$ cat config.mk
export PLATFORM = sky130hd
export DESIGN_NAME = irq_status_ctrl
export DESIGN_NICKNAME = d
export VERILOG_FILES = /design/src/rtl/irq_pkg.sv /design/src/rtl/irq_event_regs.sv /design/src/rtl/irq_bus_busy.sv /design/src/rtl/irq_soft_reset.sv /design/src/rtl/irq_status_ctrl.sv
export SDC_FILE = /design/constraint.sdc
export NUM_CORES = 1
export LEC_CHECK = 0
export ABC_AREA = 0
export BUFFER_PORTS_ARGS = -buffer_cell sky130_fd_sc_hd__buf_2
export CAP_MARGIN = 20
export CORE_MARGIN = 5
export CORE_UTILIZATION = 48
export DETAILED_ROUTE_END_ITERATION = 7
export GPL_TIMING_DRIVEN = 1
export PLACE_DENSITY = 0.72
export SYNTH_ARGS = -nofsm -noshare
export SYNTH_HDL_FRONTEND = slang
export SYNTH_SLANG_ARGS = --single-unit
$ cat constraint.sdc
create_clock -name clk -period 2.13 [get_ports clk]
set_input_delay 0.1065 -clock clk [delete_from_list [all_inputs] [get_ports clk]]
set_output_delay 0.1065 -clock clk [all_outputs]
set_load 0.02 [all_outputs]
$ cat src/rtl/irq_pkg.sv
package irq_pkg;
   localparam int ADDR_W = 4;

   localparam logic [ADDR_W-1:0] A_CTRL    = 4'd0;
   localparam logic [ADDR_W-1:0] A_STAT    = 4'd1;
   localparam logic [ADDR_W-1:0] A_RAW     = 4'd2;
   localparam logic [ADDR_W-1:0] A_EN_SET  = 4'd3;
   localparam logic [ADDR_W-1:0] A_EN_CLR  = 4'd4;
   localparam logic [ADDR_W-1:0] A_SYSCFG  = 4'd5;
   localparam logic [ADDR_W-1:0] A_SYSSTAT = 4'd6;

   // control word bit positions
   localparam int CB_ENABLE = 15;
   localparam int CB_MASTER = 10;
   localparam int CB_TX     = 9;
   localparam int CB_STOP   = 1;
   localparam int CB_START  = 0;

   // system register bit positions
   localparam int SB_SRST   = 1;
   localparam int SB_DONE   = 0;

   // event order inside the status word
   typedef enum int {
      EV_ARB_LOST = 0,
      EV_NO_ACK   = 1,
      EV_ACC_RDY  = 2,
      EV_RX_RDY   = 3,
      EV_TX_RDY   = 4,
      EV_RX_DRAIN = 5,
      EV_TX_DRAIN = 6
   } evt_idx_e;
endpackage

$ cat src/rtl/irq_event_regs.sv
module irq_event_regs #(
   parameter int NUM_EVT = 7,
   parameter bit IRQ_REG = 1'b0
) (
   input  logic               clk,
   input  logic               rst_n,
   input  logic               soft_clr,
   input  logic [NUM_EVT-1:0] evt_i,
   input  logic               w1c_en,
   input  logic [NUM_EVT-1:0] w1c_data,
   input  logic               mset_en,
   input  logic               mclr_en,
   input  logic [NUM_EVT-1:0] mdata,
   output logic [NUM_EVT-1:0] raw_o,
   output logic [NUM_EVT-1:0] mask_o,
   output logic [NUM_EVT-1:0] masked_o,
   output logic               irq_o
);
   logic [NUM_EVT-1:0] raw_q;
   logic [NUM_EVT-1:0] mask_q;
   logic [NUM_EVT-1:0] clr_bits;
   logic               any_hit;

   assign clr_bits = w1c_en ? w1c_data : '0;

   always_ff @(posedge clk or negedge rst_n) begin
      if (!rst_n)        raw_q <= '0;
      else if (soft_clr) raw_q <= '0;
      else               raw_q <= (raw_q & ~clr_bits) | evt_i;
   end

   always_ff @(posedge clk or negedge rst_n) begin
      if (!rst_n)        mask_q <= '0;
      else if (soft_clr) mask_q <= '0;
      else if (mset_en)  mask_q <= mask_q | mdata;
      else if (mclr_en)  mask_q <= mask_q & ~mdata;
   end

   assign raw_o    = raw_q;
   assign mask_o   = mask_q;
   assign masked_o = raw_q & mask_q;
   assign any_hit  = |masked_o;

   generate
      if (IRQ_REG) begin : g_irq_flop
         logic irq_q;
         always_ff @(posedge clk or negedge rst_n) begin
            if (!rst_n) irq_q <= 1'b0;
            else        irq_q <= any_hit;
         end
         assign irq_o = irq_q;
      end else begin : g_irq_comb
         assign irq_o = any_hit;
      end
   endgenerate
endmodule

$ cat src/rtl/irq_bus_busy.sv
module irq_bus_busy (
   input  logic clk,
   input  logic rst_n,
   input  logic soft_clr,
   input  logic start_i,
   input  logic stop_i,
   output logic busy_o
);
   always_ff @(posedge clk or negedge rst_n) begin
      if (!rst_n)        busy_o <= 1'b0;
      else if (soft_clr) busy_o <= 1'b0;
      else if (start_i)  busy_o <= 1'b1;
      else if (stop_i)   busy_o <= 1'b0;
   end
endmodule

$ cat src/rtl/irq_soft_reset.sv
module irq_soft_reset #(
   parameter int RST_CYCLES = 4
) (
   input  logic clk,
   input  logic rst_n,
   input  logic start_i,
   input  logic enable_i,
   output logic pending_o,
   output logic done_o
);
   localparam int CW = (RST_CYCLES > 1) ? $clog2(RST_CYCLES) : 1;
   localparam logic [CW-1:0] LAST = CW'(RST_CYCLES - 1);

   logic [CW-1:0] cnt_q;

   always_ff @(posedge clk or negedge rst_n) begin
      if (!rst_n) begin
         pending_o <= 1'b0;
         done_o    <= 1'b1;
         cnt_q     <= '0;
      end else if (start_i) begin
         pending_o <= 1'b1;
         done_o    <= 1'b0;
         cnt_q     <= '0;
      end else if (pending_o && enable_i) begin
         if (cnt_q == LAST) begin
            pending_o <= 1'b0;
            done_o    <= 1'b1;
            cnt_q     <= '0;
         end else begin
            cnt_q <= cnt_q + 1'b1;
         end
      end
   end
endmodule

$ cat src/rtl/irq_status_ctrl.sv
module irq_status_ctrl
   import irq_pkg::*;
#(
   parameter int DATA_W     = 16,
   parameter int NUM_EVT    = 7,
   parameter int BUSY_BIT   = 12,
   parameter int RST_CYCLES = 4,
   parameter bit IRQ_REG    = 1'b0
) (
   input  logic              clk,
   input  logic              rst_n,
   input  logic [ADDR_W-1:0] reg_addr,
   input  logic              reg_wr,
   input  logic [DATA_W-1:0] reg_wdata,
   output logic [DATA_W-1:0] reg_rdata,
   input  logic [NUM_EVT-1:0] evt_pulse,
   input  logic              bus_start,
   input  logic              bus_stop,
   output logic              irq
);
   generate
      if (DATA_W < 16) begin : g_bad_width
         $error("DATA_W must be at least 16");
      end
      if (BUSY_BIT < NUM_EVT || BUSY_BIT >= DATA_W) begin : g_bad_busy
         $error("BUSY_BIT must lie above the event bits and inside DATA_W");
      end
      if (RST_CYCLES < 1) begin : g_bad_cycles
         $error("RST_CYCLES must be at least 1");
      end
   endgenerate

   logic [DATA_W-1:0]  ctrl_q;
   logic [DATA_W-1:0]  syscfg_q;
   logic [DATA_W-1:0]  ctrl_keep;
   logic [NUM_EVT-1:0] raw_bits;
   logic [NUM_EVT-1:0] mask_bits;
   logic [NUM_EVT-1:0] masked_bits;
   logic               busy;
   logic               srst_pending;
   logic               rst_done;
   logic               soft_start;
   logic               wr_ctrl, wr_stat, wr_mset, wr_mclr, wr_cfg;

   assign wr_ctrl    = reg_wr && (reg_addr == A_CTRL);
   assign wr_stat    = reg_wr && (reg_addr == A_STAT);
   assign wr_mset    = reg_wr && (reg_addr == A_EN_SET);
   assign wr_mclr    = reg_wr && (reg_addr == A_EN_CLR);
   assign wr_cfg     = reg_wr && (reg_addr == A_SYSCFG);
   assign soft_start = wr_cfg && reg_wdata[SB_SRST];

   always_comb begin
      ctrl_keep            = '0;
      ctrl_keep[CB_ENABLE] = 1'b1;
      ctrl_keep[CB_MASTER] = 1'b1;
      ctrl_keep[CB_TX]     = 1'b1;
      ctrl_keep[CB_STOP]   = 1'b1;
      ctrl_keep[CB_START]  = 1'b1;
   end

   // control word: cleared by soft reset, write keeps defined bits only
   always_ff @(posedge clk or negedge rst_n) begin
      if (!rst_n)          ctrl_q <= '0;
      else if (soft_start) ctrl_q <= '0;
      else if (wr_ctrl)    ctrl_q <= reg_wdata & ctrl_keep;
   end

   // system config: survives soft reset, reset bit not stored
   always_ff @(posedge clk or negedge rst_n) begin
      if (!rst_n)      syscfg_q <= '0;
      else if (wr_cfg) syscfg_q <= reg_wdata & ~(DATA_W'(1) << SB_SRST);
   end

   irq_event_regs #(
      .NUM_EVT (NUM_EVT),
      .IRQ_REG (IRQ_REG)
   ) u_evt (
      .clk      (clk),
      .rst_n    (rst_n),
      .soft_clr (soft_start),
      .evt_i    (evt_pulse),
      .w1c_en   (wr_stat),
      .w1c_data (reg_wdata[NUM_EVT-1:0]),
      .mset_en  (wr_mset),
      .mclr_en  (wr_mclr),
      .mdata    (reg_wdata[NUM_EVT-1:0]),
      .raw_o    (raw_bits),
      .mask_o   (mask_bits),
      .masked_o (masked_bits),
      .irq_o    (irq)
   );

   irq_bus_busy u_busy (
      .clk      (clk),
      .rst_n    (rst_n),
      .soft_clr (soft_start),
      .start_i  (bus_start),
      .stop_i   (bus_stop),
      .busy_o   (busy)
   );

   irq_soft_reset #(
      .RST_CYCLES (RST_CYCLES)
   ) u_srst (
      .clk       (clk),
      .rst_n     (rst_n),
      .start_i   (soft_start),
      .enable_i  (ctrl_q[CB_ENABLE]),
      .pending_o (srst_pending),
      .done_o    (rst_done)
   );

   always_comb begin
      reg_rdata = '0;
      case (reg_addr)
         A_CTRL:   reg_rdata = ctrl_q;
         A_STAT:   reg_rdata[NUM_EVT-1:0] = masked_bits;
         A_RAW: begin
            reg_rdata[NUM_EVT-1:0] = raw_bits;
            reg_rdata[BUSY_BIT]    = busy;
         end
         A_EN_SET, A_EN_CLR: reg_rdata[NUM_EVT-1:0] = mask_bits;
         A_SYSCFG: begin
            reg_rdata          = syscfg_q;
            reg_rdata[SB_SRST] = srst_pending;
         end
         A_SYSSTAT: reg_rdata[SB_DONE] = rst_done;
         default:   reg_rdata = '0;
      endcase
   end
endmodule

==> results.cfg, run 1 <==
[min_path]
holdPathEnd = u_busy.busy_o$_DFFE_PN0P_
hp-start = bus_start
hold_path_depth = 3
min_path_type = in -> reg

[critical_path]
reg2reg_depth = 4
r2r_setup_slack_ps = 1100
critPathMaxFanout = 6
worstSetupStartpointType = flop
arrival_ps = 1540
timing.rr.start = u_srst.cnt_q[0]$_DFFE_PN0P_
cp.required_ps = 2020
endpoint_kind = primary output
path_class = reg -> out
reg2reg_to = u_srst.cnt_q[0]$_DFFE_PN0P_

[route]
vias = 1774
wl_um = 4920
drc = 0
drt_iter0_drc = 176
vias_per_cell = 5.82
post_drt_wl_per_cell_um = 16.1
dr.pass1.iters = 4
ant_nets = 0

[cts]
cts_buffer_depth = 2
cts_htree_levels = 2
clkLatencyLatePin_ps = 290
cts_root_buffer = clkbuf_8
cts_buffers = 5
clock-sinks = 39
cts_tree = done
clk_pin_slew_ps = 70

[timing]
hold_viol = 0
hold_slack_ps = 32.5
slew_headroom_pct = 43.3
fmax_ghz = 0.607
min_period_ps = 1650
tightest_slew_ps = 851
setup_violations = 0
rsz0062_at_grt = no
finalSetupTns_ps = 0
drv_slew = 0
fin_worst_skew_ps = 1.35
fin_crit_sh_pct = 77.3

[global_route]
grt_max_degree = 40
antenna_found_initial = 0
grt_pass1_wl_um = 8050
grt_usage_pct = 18.7
grt_pass1_vias = 1699
grt_overflow = 0

[synthesis]
synth-edff-count = 0
synth_seq_cells = 39
synthMuxAreaShare_pct = 12.0
synth_xor_area_share_pct = 0
synth_top_family_by_area = compound AO/OA/AOI/OAI gates
synth_fa_ha_area_share_pct = 0.604
yosysWarnings = 0
syn-mean-instance-area_sq_um = 10.1
seq_area_frac_synth_pct = 47.1
syn_nets = 239
postSynthCellCount = 206
async_flop_share_pct = 100
syn_area_sq_um = 2070
synth_compound_area_share_pct = 18.0
synthDistinctLibCells = 40
synthSimpleGateAreaFrac_pct = 17.1
ys.flop_type = dfrtp_1

[power_and_ir_drop]
vdd.ir_drop.worst_v = 0.000390
powerDensity_nw_per_um2 = 745
power_leakage_nw = 1.15

[finish]
antennaDiodeCount = 0
instances_no_fill = 305
nets = 285
final_cell_area_sq_um = 2430
drive_above_1_share_pct = 31.2
nFillCells = 393
area_delta_synth_final_pct = 17.1

[place]
dpl-instance-area_sq_um = 2340
globalplace.congestion = 0.784
dp_cells = 296
port_buffers = 48
dpl.hpwl_um = 3550

[die]
io_pins = 49
die_w_um = 75.7
die_h_um = 75.7
coreArea_sq_um = 4260
die-area_sq_um = 5730
start_util_pct = 48.6
row_count = 24

[flow_run]
cap_violations = 0

[outcome]
run_status = completed
worst max path at each step:
stage	from	endpoint	cells past startpoint
floorplan	reg_addr[2]	reg_rdata[0]	5
global placement	reg_addr[3]	syscfg_q[13]$_DFFE_PN0N_	4
detailed placement	reg_addr[0]	reg_rdata[4]	6
CTS	u_evt.mask_o[1]$_DFFE_PN0P_	reg_rdata[1]	5
global route	u_evt.mask_o[1]$_DFFE_PN0P_	reg_rdata[1]	5
finish	u_evt.mask_o[1]$_DFFE_PN0P_	reg_rdata[1]	5
layer usage:
layer / track usage [%] / share of wire, % / vias to the layer above
met5: 0 / 0 / -
met4: 6.80 / 1.3 / 0
met3: 5.15 / 6.8 / 8
met2: 29.1 / 48 / 57
met1: 25.1 / 44 / 859
li1: - / - / 850
cell usage after synthesis (5+ instances only):
master / n / area share [%]
a22oi_1: 8 / 2.9
o22ai_1: 5 / 1.5
nor3_1: 5 / 1.2
and2_1: 5 / 1.5
inv_1: 13 / 2.4
nand3_1: 7 / 1.7
a21oi_1: 12 / 2.9
a221o_1: 5 / 2.4
nand2_1: 12 / 2.2
dfrtp_1: 38 / 46
a31oi_1: 11 / 3.3
mux2i_1: 8 / 3.9
mux2_2: 15 / 8.1
buf_2: 7 / 1.7
nor2_1: 15 / 2.7
o21ai_0: 8 / 1.9
flip-flops by register name, indices dropped and copies added, names as in the netlist:
name              flops
syscfg_q             15
u_evt.mask_o          7
u_evt.raw_o           7
ctrl_q                5
u_srst.cnt_q          2
u_busy.busy_o         1
u_srst.done_o         1
u_srst.pending_o      1
cell type report:
class / count / area (sq um) / share of cell area, %
clock inverter: 1 / 5.00 / 0.206
inverter: 13 / 48.8 / 2.01
clock buffer: 7 / 76.3 / 3.14
tap: 52 / 65.1 / 2.68
sequential: 39 / 977 / 40.3
multi-input combinational: 142 / 990 / 40.8
timing repair buffer: 51 / 265 / 10.9
critical path, stage by stage (launching register included):
cell,delay [ps]
dfrtp_1,440
nand2_1,70
a21boi_0,180
a31oi_1,60
o32ai_1,280
buf_2,220
power by group:
part           total (mW)  switching [mW]  leakage (nW)  internal (mW)
combinational       0.364           0.188         0.673          0.176
clock               0.469           0.239        0.0422          0.229
sequential          0.975          0.0909         0.438          0.885
total                1.81           0.518          1.15           1.29
what timing repair did:
item                                    4_1_cts  5_1_grt
setup buffers                                 0        0
resized for setup                             0        0
endpoints found under the setup margin        0        0
hold endpoints to repair                     38        0
hold buffers                                  1        0
stage by stage:
stage                     total power [mW]  setup slack (ps)  util, %
after global routing                  1.93               357     56.9
final                                 1.81               483     56.9
after floorplan                       1.22               521        -
after detailed placement              1.36               526     54.8
after CTS                             1.84               449     56.9
after global placement                1.34               560     54.8
placed cells by master, fill, tap and decap left out, drive strengths merged, types with 2 or more instances in the layout:
cell     n
buf     50
o21ai    8
nor3b    2
and2     5
a221o    5
nand3    7
mux2i    8
a31oi   11
nor2    15
clkbuf   7
dfrtp   38
nand3b   4
a21oi   13
inv     13
o22ai    5
mux2    15
nor3     6
a22oi    8
nand2b   2
nand2   12
kinds of logic (layout without fill, tap and decap cells):
| group | after synthesis | in the layout |
|---|---|---|
| buffers and inverters | 25 | 72 |
| adders and majority gates | 1 | 1 |
| and+or+nand+nor | 62 | 62 |
| DFF | 39 | 39 |
| AOI/OAI and AO/OA | 56 | 56 |
| muxes | 23 | 23 |
(Power assumes the default switching activity.)
==> run 2: changes to the inputs <==
- PLACE_DENSITY: 0.72 -> 0.74
- clock period: 2.13 -> 1.5 ns (I/O delays scaled with it)
==> run 2 against run 1 <==
  * The flow now finishes with violations (setup timing)
  * Clock-buffer cell count fell by 1
  * Routed wire length rose by 9.9%
  * Die area did not move
  * First-iteration DRC count fell by 54%
  * Sequential power rose by 43%
  * Via count rose by 4.5%
  * Cell area rose by 10%
  * Global-route usage rose by 2.7 points
  * Critical endpoint unchanged
  * Largest power group unchanged
==> results.cfg, run 2 (synthesis results as in run 1) <==
[critical_path]
timing.rr.start = u_evt.mask_o[1]$_DFFE_PN0P_
crit_chain = buf_6 -> mux2i_1 -> nor2_1 -> a31oi_1 -> o32ai_2 -> buf_4
path_class = reg -> out
startpoint = u_evt.mask_o[1]$_DFFE_PN0P_
arrival_ps = 1480
endpoint_kind = primary output
critPathMaxFanout = 3
worstSetupStartpointType = flop
r2r_setup_slack_ps = 380
slowest_stage = dfrtp_1
slowest_delay_ps = 420
cp.required_ps = 1420

[global_route]
grt_overflow = 0
grt_pass1_wl_um = 9140
antenna_found_initial = 0
grt_usage_pct = 21.4
grt_pass1_vias = 1904
grt_max_degree = 21

[finish]
area_delta_synth_final_pct = 28.8
nets = 306
largest_reg_flops = 15
largest-register = syscfg_q
utilization_pct = 62.6
drive_above_1_share_pct = 37.2
antennaDiodeCount = 0
multiInputGateArea_sq_um = 1000
final_cell_area_sq_um = 2670
final_common_cell = buf_2
instances_no_fill = 326
seqCellArea_sq_um = 977
nFillCells = 362
final_cell_mix = 47 x buf_2, 38 x dfrtp_1, 19 x buf_4

[power_and_ir_drop]
powerDensity_nw_per_um2 = 1080
power_leakage_nw = 1.29
vdd.ir_drop.worst_v = 0.000802
total_power_mw = 2.87

[timing]
hold_viol = 0
setup_violations = 1
fin_ws_ps = -57.2
drv_slew = 0
fmax_ghz = 0.642
tightest_slew_ps = 513
slew_headroom_pct = 65.8
hold_slack_ps = 8.74
fin_worst_skew_ps = 4.75
rsz0062_at_grt = yes
min_period_ps = 1560
fin_crit_sh_pct = 104

[die]
coreArea_sq_um = 4260
die-area_sq_um = 5730
die_h_um = 75.7
row_count = 24
die_w_um = 75.7
start_util_pct = 48.6
io_pins = 49

[place]
dp_cells = 313
dpl.hpwl_um = 3990
globalplace.congestion = 0.858
port_buffers = 48
dpl-instance-area_sq_um = 2490

[cts]
cts_htree_levels = 2
clkLatencyLatePin_ps = 290
clk_pin_slew_ps = 80
cts_buffer_depth = 2
cts_root_buffer = clkbuf_8
clock-sinks = 39
cts_buffers = 5
cts_tree = done

[route]
vias_per_cell = 5.68
drt_iter0_drc = 81
ant_nets = 0
vias = 1853
wl_um = 5400
drc = 0
post_drt_wl_per_cell_um = 16.6
dr.pass1.iters = 4

[outcome]
run_status = finished with violations
violations = setup timing

[min_path]
min_path_type = in -> reg
hp-start = reg_wdata[2]

[flow_run]
cap_violations = 0
-- run 2: stage by stage --
| stage | setup WS (ps) | TNS [ps] |
|---|---|---|
| 6_report | -57.2 | -57.2 |
| 5_1_grt | -161 | -224 |
| 4_1_cts | -45.0 | -45.0 |
| 3_5_place_dp | 70.5 | 0 |
| 3_3_place_gp | 123 | 0 |
| 2_1_floorplan | 150 | 0 |
-- run 2: where the power goes --
part	leakage [nW]	switching [mW]	internal [mW]
logic	0.792	0.288	0.289
clock network	0.0612	0.364	0.538
registers	0.438	0.136	1.26
-- run 2: worst max-delay path, delay by kind of cell (launching register included) --
kind	cells	cell delay, ps
flops	1	420
compound gates	2	300
simple gates	1	50
buf+inv	2	310
mux	1	120
-- run 2: per-layer routing --
metal | GRT usage [%] | part of all wire, %
met5 | 0 | 0
met2 | 36.2 | 48
met4 | 4.66 | 1.1
met1 | 27.9 | 43
met3 | 5.01 | 7.7
-- run 2: layout make-up --
cell class | instances | share of cell area (%)
sequential | 39 | 36.6
timing repair buffer | 72 | 17.2
inverter | 13 | 1.83
tap | 52 | 2.44
multi-input combinational | 142 | 37.5
clock inverter | 2 | 1.31
clock buffer | 6 | 3.09
-- run 2: final timing paths --
check | endpoint | depth (start not counted)
min in group asynchronous | syscfg_q[4]$_DFFE_PN0N_ | 2
worst min register to register | syscfg_q[13]$_DFFE_PN0N_ | 1
worst max-delay path | reg_rdata[1] | 6
worst min-delay path | u_evt.raw_o[2]$_DFF_PN0_ | 2
worst max register to register | u_evt.mask_o[1]$_DFFE_PN0P_ | 4
max in group asynchronous | ctrl_q[15]$_DFFE_PN0P_ | 3
-- run 2: repair_timing --
item	4_1_cts	5_1_grt
endpoints found under the hold margin	20	0
hold buffers	3	0
gates resized for setup	3	1
pin swaps	1	2
buffers inserted	1	1
setup endpoints to repair	1	3
